--- src/rtl/hbs_pkg.sv ---
package hbs_pkg;
    typedef enum logic [2:0] {
        S_IDLE,
        S_SCAN,
        S_WALK,
        S_CLEAR,
        S_CDONE
    } hbs_state_e;
endpackage

--- src/rtl/hbs_bin_table.sv ---
module hbs_bin_table #(
    parameter int NBINS  = 16,
    parameter int BIN_W  = 4,
    parameter int SLOT_W = 6,
    parameter int CNT_W  = 7
) (
    input  logic              clk,
    input  logic              rst_n,
    input  logic              app_en,
    input  logic [BIN_W-1:0]  app_bin,
    input  logic [SLOT_W-1:0] app_slot,
    output logic [CNT_W-1:0]  app_count,
    output logic [SLOT_W-1:0] app_end,
    input  logic              clr_en,
    input  logic [BIN_W-1:0]  clr_bin,
    input  logic [BIN_W-1:0]  look_bin,
    output logic [CNT_W-1:0]  look_count,
    output logic [SLOT_W-1:0] look_begin,
    output logic [NBINS-1:0]  nonempty
);
    logic [CNT_W-1:0]  count_q [NBINS];
    logic [SLOT_W-1:0] begin_q [NBINS];
    logic [SLOT_W-1:0] end_q   [NBINS];

    assign app_count  = count_q[app_bin];
    assign app_end    = end_q[app_bin];
    assign look_count = count_q[look_bin];
    assign look_begin = begin_q[look_bin];

    for (genvar g = 0; g < NBINS; g++) begin : g_occ
        assign nonempty[g] = (count_q[g] != '0);
    end

    always_ff @(posedge clk) begin
        if (!rst_n) begin
            for (int i = 0; i < NBINS; i++) begin
                count_q[i] <= '0;
            end
        end else if (clr_en) begin
            count_q[clr_bin] <= '0;
        end else if (app_en) begin
            count_q[app_bin] <= count_q[app_bin] + CNT_W'(1);
        end
    end

    always_ff @(posedge clk) begin
        if (app_en) begin
            if (count_q[app_bin] == '0) begin
                begin_q[app_bin] <= app_slot;
            end
            end_q[app_bin] <= app_slot;
        end
    end

    // every append grows its bin by exactly one
    a_r9_count_step: assert property (@(posedge clk) disable iff (!rst_n)
        (app_en && !clr_en) |=> (count_q[$past(app_bin)] == $past(app_count) + CNT_W'(1)));
endmodule

--- src/rtl/hbs_item_store.sv ---
module hbs_item_store #(
    parameter int DEPTH  = 64,
    parameter int SLOT_W = 6,
    parameter int DATA_W = 24
) (
    input  logic              clk,
    input  logic              rst_n,
    input  logic              wr_en,
    input  logic [SLOT_W-1:0] wr_slot,
    input  logic [DATA_W-1:0] wr_data,
    input  logic              link_en,
    input  logic [SLOT_W-1:0] link_from,
    input  logic [SLOT_W-1:0] rd_slot,
    output logic [DATA_W-1:0] rd_data,
    output logic [SLOT_W-1:0] rd_next
);
    logic [DATA_W-1:0] data_q [DEPTH];
    logic [SLOT_W-1:0] next_q [DEPTH];

    assign rd_data = data_q[rd_slot];
    assign rd_next = next_q[rd_slot];

    always_ff @(posedge clk) begin
        if (wr_en) begin
            data_q[wr_slot] <= wr_data;
        end
        if (link_en) begin
            next_q[link_from] <= wr_slot;
        end
    end

    // a link is only made alongside a store, and never points at itself
    a_r9_link_fresh: assert property (@(posedge clk) disable iff (!rst_n)
        link_en |-> (wr_en && (link_from != wr_slot)));
endmodule

--- src/rtl/hash_binning_sorter.sv ---
module hash_binning_sorter #(
    parameter int KEY_W    = 12,
    parameter int BIN_BITS = 4,
    parameter int ID_W     = 8,
    parameter int PAY_W    = 16,
    parameter int DEPTH    = 64,
    parameter logic [KEY_W-1:0] KEY_MAX = 12'hFF0
) (
    input  logic                 clk,
    input  logic                 rst_n,
    input  logic                 wr_valid,
    output logic                 wr_ready,
    input  logic [KEY_W-1:0]     wr_key,
    input  logic [ID_W-1:0]      wr_id,
    input  logic [PAY_W-1:0]     wr_payload,
    input  logic                 clear_req,
    output logic                 clear_done,
    input  logic                 query_req,
    input  logic [BIN_BITS-1:0]  query_bin,
    input  logic                 dump_req,
    output logic                 out_valid,
    output logic                 out_empty,
    output logic                 out_last,
    output logic [BIN_BITS-1:0]  out_bin,
    output logic [$clog2(DEPTH):0] out_count,
    output logic [ID_W-1:0]      out_id,
    output logic [PAY_W-1:0]     out_payload,
    output logic                 overflow
);
    import hbs_pkg::*;

    localparam int NBINS  = 1 << BIN_BITS;
    localparam int SLOT_W = $clog2(DEPTH);
    localparam int CNT_W  = SLOT_W + 1;
    localparam int DATA_W = ID_W + PAY_W;

    hbs_state_e         state_q, state_d;
    logic [BIN_BITS-1:0] cur_q, cur_d;
    logic [SLOT_W-1:0]  ptr_q, ptr_d;
    logic [CNT_W-1:0]   remain_q, remain_d;
    logic               dump_q, dump_d;
    logic [CNT_W-1:0]   fill_q, fill_d;
    logic               ovf_q, ovf_d;

    logic               idle, full, cmd_any, wr_fire, link_en, clr_en;
    logic [KEY_W-1:0]   key_sat;
    logic [BIN_BITS-1:0] wr_bin;
    logic [CNT_W-1:0]   app_count, look_count;
    logic [SLOT_W-1:0]  app_end, look_begin, rd_next;
    logic [DATA_W-1:0]  rd_data;
    logic [NBINS-1:0]   nonempty, above;
    logic               more_above;

    assign idle     = (state_q == S_IDLE);
    assign full     = (fill_q == CNT_W'(DEPTH));
    assign cmd_any  = clear_req | query_req | dump_req;
    assign wr_ready = idle && !full && !cmd_any;
    assign wr_fire  = wr_valid && wr_ready;
    assign key_sat  = (wr_key > KEY_MAX) ? KEY_MAX : wr_key;
    assign wr_bin   = key_sat[KEY_W-1 -: BIN_BITS];
    assign link_en  = wr_fire && (app_count != '0);
    assign overflow = ovf_q;

    for (genvar g = 0; g < NBINS; g++) begin : g_above
        assign above[g] = nonempty[g] && (BIN_BITS'(g) > cur_q);
    end
    assign more_above = |above;

    hbs_bin_table #(
        .NBINS(NBINS), .BIN_W(BIN_BITS), .SLOT_W(SLOT_W), .CNT_W(CNT_W)
    ) u_table (
        .clk(clk), .rst_n(rst_n),
        .app_en(wr_fire), .app_bin(wr_bin), .app_slot(fill_q[SLOT_W-1:0]),
        .app_count(app_count), .app_end(app_end),
        .clr_en(clr_en), .clr_bin(cur_q),
        .look_bin(cur_q), .look_count(look_count), .look_begin(look_begin),
        .nonempty(nonempty)
    );

    hbs_item_store #(
        .DEPTH(DEPTH), .SLOT_W(SLOT_W), .DATA_W(DATA_W)
    ) u_store (
        .clk(clk), .rst_n(rst_n),
        .wr_en(wr_fire), .wr_slot(fill_q[SLOT_W-1:0]), .wr_data({wr_id, wr_payload}),
        .link_en(link_en), .link_from(app_end),
        .rd_slot(ptr_q), .rd_data(rd_data), .rd_next(rd_next)
    );

    // state register and datapath registers
    always_ff @(posedge clk) begin
        if (!rst_n) begin
            state_q  <= S_IDLE;
            cur_q    <= '0;
            ptr_q    <= '0;
            remain_q <= '0;
            dump_q   <= 1'b0;
            fill_q   <= '0;
            ovf_q    <= 1'b0;
        end else begin
            state_q  <= state_d;
            cur_q    <= cur_d;
            ptr_q    <= ptr_d;
            remain_q <= remain_d;
            dump_q   <= dump_d;
            fill_q   <= fill_d;
            ovf_q    <= ovf_d;
        end
    end

    // next-state logic
    always_comb begin
        state_d  = state_q;
        cur_d    = cur_q;
        ptr_d    = ptr_q;
        remain_d = remain_q;
        dump_d   = dump_q;
        fill_d   = fill_q + CNT_W'(wr_fire);
        ovf_d    = ovf_q | (wr_valid && full);
        unique case (state_q)
            S_IDLE: begin
                if (clear_req) begin
                    state_d = S_CLEAR;
                    cur_d   = '0;
                    fill_d  = '0;
                    ovf_d   = 1'b0;
                end else if (query_req) begin
                    state_d = S_SCAN;
                    cur_d   = query_bin;
                    dump_d  = 1'b0;
                end else if (dump_req) begin
                    state_d = S_SCAN;
                    cur_d   = '0;
                    dump_d  = 1'b1;
                end
            end
            S_SCAN: begin
                if (look_count != '0) begin
                    state_d  = S_WALK;
                    ptr_d    = look_begin;
                    remain_d = look_count;
                end else if (!dump_q || !more_above) begin
                    state_d = S_IDLE;
                end else begin
                    cur_d = cur_q + BIN_BITS'(1);
                end
            end
            S_WALK: begin
                ptr_d    = rd_next;
                remain_d = remain_q - CNT_W'(1);
                if (remain_q == CNT_W'(1)) begin
                    if (dump_q && more_above) begin
                        state_d = S_SCAN;
                        cur_d   = cur_q + BIN_BITS'(1);
                    end else begin
                        state_d = S_IDLE;
                    end
                end
            end
            S_CLEAR: begin
                cur_d = cur_q + BIN_BITS'(1);
                if (cur_q == BIN_BITS'(NBINS - 1)) begin
                    state_d = S_CDONE;
                end
            end
            S_CDONE: begin
                state_d = S_IDLE;
            end
            default: begin
                state_d = S_IDLE;
            end
        endcase
    end

    // output logic
    always_comb begin
        out_valid   = 1'b0;
        out_empty   = 1'b0;
        out_last    = 1'b0;
        out_bin     = cur_q;
        out_count   = look_count;
        out_id      = rd_data[DATA_W-1 -: ID_W];
        out_payload = rd_data[PAY_W-1:0];
        clear_done  = 1'b0;
        clr_en      = 1'b0;
        unique case (state_q)
            S_IDLE: ;
            S_SCAN: begin
                if (look_count == '0 && (!dump_q || !more_above)) begin
                    out_valid   = 1'b1;
                    out_empty   = 1'b1;
                    out_last    = 1'b1;
                    out_id      = '0;
                    out_payload = '0;
                end
            end
            S_WALK: begin
                out_valid = 1'b1;
                out_last  = (remain_q == CNT_W'(1)) && !(dump_q && more_above);
            end
            S_CLEAR: clr_en = 1'b1;
            S_CDONE: clear_done = 1'b1;
            default: ;
        endcase
    end

    // a bin walk with items left keeps emitting on the next clock
    a_r3_walk_continuous: assert property (@(posedge clk) disable iff (!rst_n)
        (state_q == S_WALK && remain_q > CNT_W'(1)) |=> (state_q == S_WALK && out_valid));

    // overflow holds until a clear is taken
    a_r7_overflow_sticky: assert property (@(posedge clk) disable iff (!rst_n)
        (ovf_q && !(idle && clear_req)) |=> ovf_q);

    // the store never holds more items than slots
    a_r7_fill_bound: assert property (@(posedge clk) disable iff (!rst_n)
        fill_q <= CNT_W'(DEPTH));

    // done is a single-clock pulse followed by idle
    a_r8_done_pulse: assert property (@(posedge clk) disable iff (!rst_n)
        clear_done |=> (!clear_done && idle));

    // an empty beat is final and reports zero items
    a_r5_empty_beat: assert property (@(posedge clk) disable iff (!rst_n)
        (out_valid && out_empty) |-> (out_last && out_count == '0));
endmodule

--- config.mk ---
export PLATFORM = sky130hd
export DESIGN_NAME = hash_binning_sorter
export DESIGN_NICKNAME = d
export VERILOG_FILES = /design/src/rtl/hbs_pkg.sv /design/src/rtl/hbs_bin_table.sv /design/src/rtl/hbs_item_store.sv /design/src/rtl/hash_binning_sorter.sv
export SDC_FILE = /design/constraint.sdc
export NUM_CORES = 2
export LEC_CHECK = 0
export CAP_MARGIN = 40
export CORE_MARGIN = 2
export CORE_UTILIZATION = 55
export DETAILED_ROUTE_END_ITERATION = 8
export HOLD_SLACK_MARGIN = 0.12
export PLACE_DENSITY = 0.8
export RECOVER_POWER = 25
export SETUP_SLACK_MARGIN = 0.2
export SLEW_MARGIN = 40
export SYNTH_ARGS = -nofsm -noshare
export SYNTH_HDL_FRONTEND = slang
export SYNTH_SLANG_ARGS = --single-unit
--- constraint.sdc ---
create_clock -name clk -period 4.15 [get_ports clk]
set_clock_uncertainty 0.05 [all_clocks]
set_input_delay 1.0375 -clock clk [delete_from_list [all_inputs] [get_ports clk]]
set_output_delay 1.0375 -clock clk [all_outputs]
set_load 0.01 [all_outputs]
==> qor.yml <==
status: "complete, but fails checks"
worst_setup_path_end_kind: "output port"
r2r_cells: 7
area_delta_synth_final_pct: 18.3
period_needed_ns: 5.07
synth_nets: 4088
grt_max_degree: 106
rsz0062_at_grt: "true"
hpwl_mm: 131
htreeDepth: 4
crit_type: "flop to output port"
hold_ws_ns: 0.462
grt_pass1_wl_mm: 358
peakVddDrop_v: 0.000570
drc: 0
synthFlopType: "edfxtp_1"
dieArea_mm2: 0.166
crit_required_ns: 3.06
cts_root_buffer: "clkbuf_16"
relSlewSlack_pct: -124
cp.arrival_ns: 3.98
rows: 147
whs_path_depth: 2
cap_violations: 25
yosysWarningCount: 0
reg2reg_from: "fill_q[4]$_SDFF_PN0_"
synth_area_mm2: 0.0893
syn_area_per_cell_um2: 22.1
fmaxAchievable_ghz: 0.197
synth_seq_cells: 2263
wire_per_inst_um: 36.1
p_per_area_mw_per_mm2: 537
fin_crit_sh_pct: 122
synth_cells: 4032
grt_pass1_vias: 48627
antenna_found_initial: 19
drv_slew: 1518
hold_violations: 0
ys_seq_area_share_pct: 75.7
place.gp.congestion: 0.940
grt_use_total_pct: 31.0
cts_tree: "done"
worst_slew_pin_slew_ns: 3.36
hp-start: "overflow$_SDFF_PN0_"
async_flop_share_pct: 0
core_area_mm2: 0.161
vias: 47994
gr-total-overflow: 0
die_x_um: 407
initial_utilization_pct: 55.5
crit_path_start_kind: "flop"
drt_iter0_drc: 7486
power_leakage_nw: 32.6
pin_count: 87
ant_nets: 0
clkTransAtPathRegs_ns: 0.07
worstPathMaxFanout: 5
violations: "max-capacitance violations, max-slew violations, negative setup slack"
cts_num_sinks: 2263
fin_ws_ns: -0.919
nNetsFinal: 4705
insertion_delay_ns: 0.89
finalPower_w: 0.0567
synth_cell_type_count: 72
cts_buffer_depth: 3
synth_edf_count: 2224
cts_buffers: 213
timing.hold.worst.class: "flop to flop"
setup_violations: 29
die_h_um: 407
vias_per_cell: 6.86
drive_above_1_share_pct: 36.5
dr.pass1.iters: 8
routed_wl_mm: 252
port_buffers: 78
cell usage in the layout (no fill, tap or decap), types with 11 or more instances in the layout:
cell,count
edfxtp_1,2224
mux4_2,722
buf_4,326
nor2_1,251
clkbuf_16,215
buf_12,127
nand2_1,88
buf_6,76
clkbuf_1,60
clkinv_1,54
nor3_1,44
clkinv_2,43
nor2_2,35
nor2_4,32
dfxtp_1,27
buf_16,27
nor2b_1,26
o22ai_1,20
bufinv_16,18
mux2i_1,17
a211oi_1,17
nor2b_4,17
clkdlybuf4s50_1,17
nor4_1,16
nand3_1,16
o21ai_0,16
nand2b_1,15
clkinvlp_4,14
inv_1,14
buf_8,14
and2_1,13
nand2_2,13
a21oi_1,12
a22oi_2,11
state kept, by name, indices dropped and copies added, names as in the netlist, named ones only:
signal	flops
state_q	3
u_table.begin_q	96
overflow	1
u_table.count_q	112
fill_q	7
out_bin	4
u_store.data_q	1536
u_store.next_q	384
remain_q	7
dump_q	1
ptr_q	6
u_table.end_q	96
through the flow:
step | setup TNS [ns] | worst slack (ns) | instance area [um^2] | instances | utilization [%]
final | -23.38 | -0.919 | 106000 | 6992 | 65.6
after global routing | -24.68 | -0.949 | 106000 | 6990 | 65.6
after CTS | -21.72 | -0.917 | 105000 | 6960 | 65.4
after detailed placement | -5.76 | -0.223 | 96400 | 6449 | 59.9
after global placement | -3.75 | -0.173 | 96300 | 6449 | 59.9
after floorplan | 0 | 0.223 | 89300 | 4032 | -
layout make-up:
class	count	area, um^2
inverters	18	71.3
clock inverters	146	1460
fillers	9437	55300
diodes	5	12.5
repair buffers	626	7170
clock buffers	247	5460
well taps	2160	2700
multi-input cells	1527	21100
flip-flops and latches	2263	67600
per-layer routing:
metal  vias up  GRT usage, %  share of wire, %  wire, um
li1      18258             -                 -         -
met1     24818          38.5                32     81900
met2      4079          51.4                50    127000
met3       815          6.35                11     27000
met4        24          17.2               6.4     16200
met5         -             0             0.059       148
synth_stat cells, types with 15 or more instances:
master | n | area share, %
nor3_1 | 45 | 0.25
edfxtp_1 | 2224 | 75
nor2b_1 | 45 | 0.32
o21ai_0 | 16 | 0.090
nor2_1 | 316 | 1.3
nand3_1 | 16 | 0.090
mux4_2 | 722 | 18
nand2b_1 | 16 | 0.11
inv_1 | 15 | 0.063
buf_2 | 64 | 0.36
a211oi_1 | 17 | 0.14
buf_1 | 33 | 0.14
nand2_1 | 92 | 0.39
mux2i_1 | 17 | 0.19
o22ai_1 | 20 | 0.14
clkbuf_1 | 112 | 0.47
dfxtp_1 | 39 | 0.87
nor4_1 | 16 | 0.11
path summary, 6_finish.rpt:
kind | endpoint | slack [ns]
setup / recovery | out_payload[2] | -0.92
hold reg to reg | overflow$_SDFF_PN0_ | 0.46
setup reg to reg | u_table.count_q[3][0]$_SDFFCE_PN0P_ | 0.33
hold / removal | overflow$_SDFF_PN0_ | 0.46
power breakdown:
group	switching (W)	internal, W
clock network	0.00898	0.0106
registers	0.000315	0.0252
logic	0.00584	0.00575
total	0.0151	0.0416
worst max-delay path: stages, from the launching register on:
cell and delay [ns]:
dfxtp_4 0.37, buf_12 0.14, buf_6 0.11, buf_16 0.11, buf_8 0.11, buf_8 0.12
buf_4 0.11, mux4_2 0.51, mux4_2 0.57, mux4_2 0.64, nor2b_4 0.18, buf_6 0.11
cells by family (layout without fill, tap and decap cells):
family | Yosys count | in the layout | synth area share [%]
AO/OA/AOI/OAI | 134 | 134 | 1.09
XOR/XNOR | 9 | 9 | 0.0883
adder cells (fa/ha/maj) | 10 | 10 | 0.140
buffers and inverters | 242 | 1037 | 1.22
flip-flops | 2263 | 2263 | 75.7
multiplexers | 741 | 741 | 18.4
other | 0 | 5 | 0
AND/OR/NAND/NOR | 633 | 633 | 3.32
repair_timing:
action / in CTS / in global routing
hold buffers: 0 / 0
pin swaps: 10 / 13
buffers inserted: 100 / 25
resized for setup: 285 / 50
gates cloned: 18 / 2
endpoints found under the setup margin: 34 / 34
Note: power is estimated with default switching activity, not from simulation.
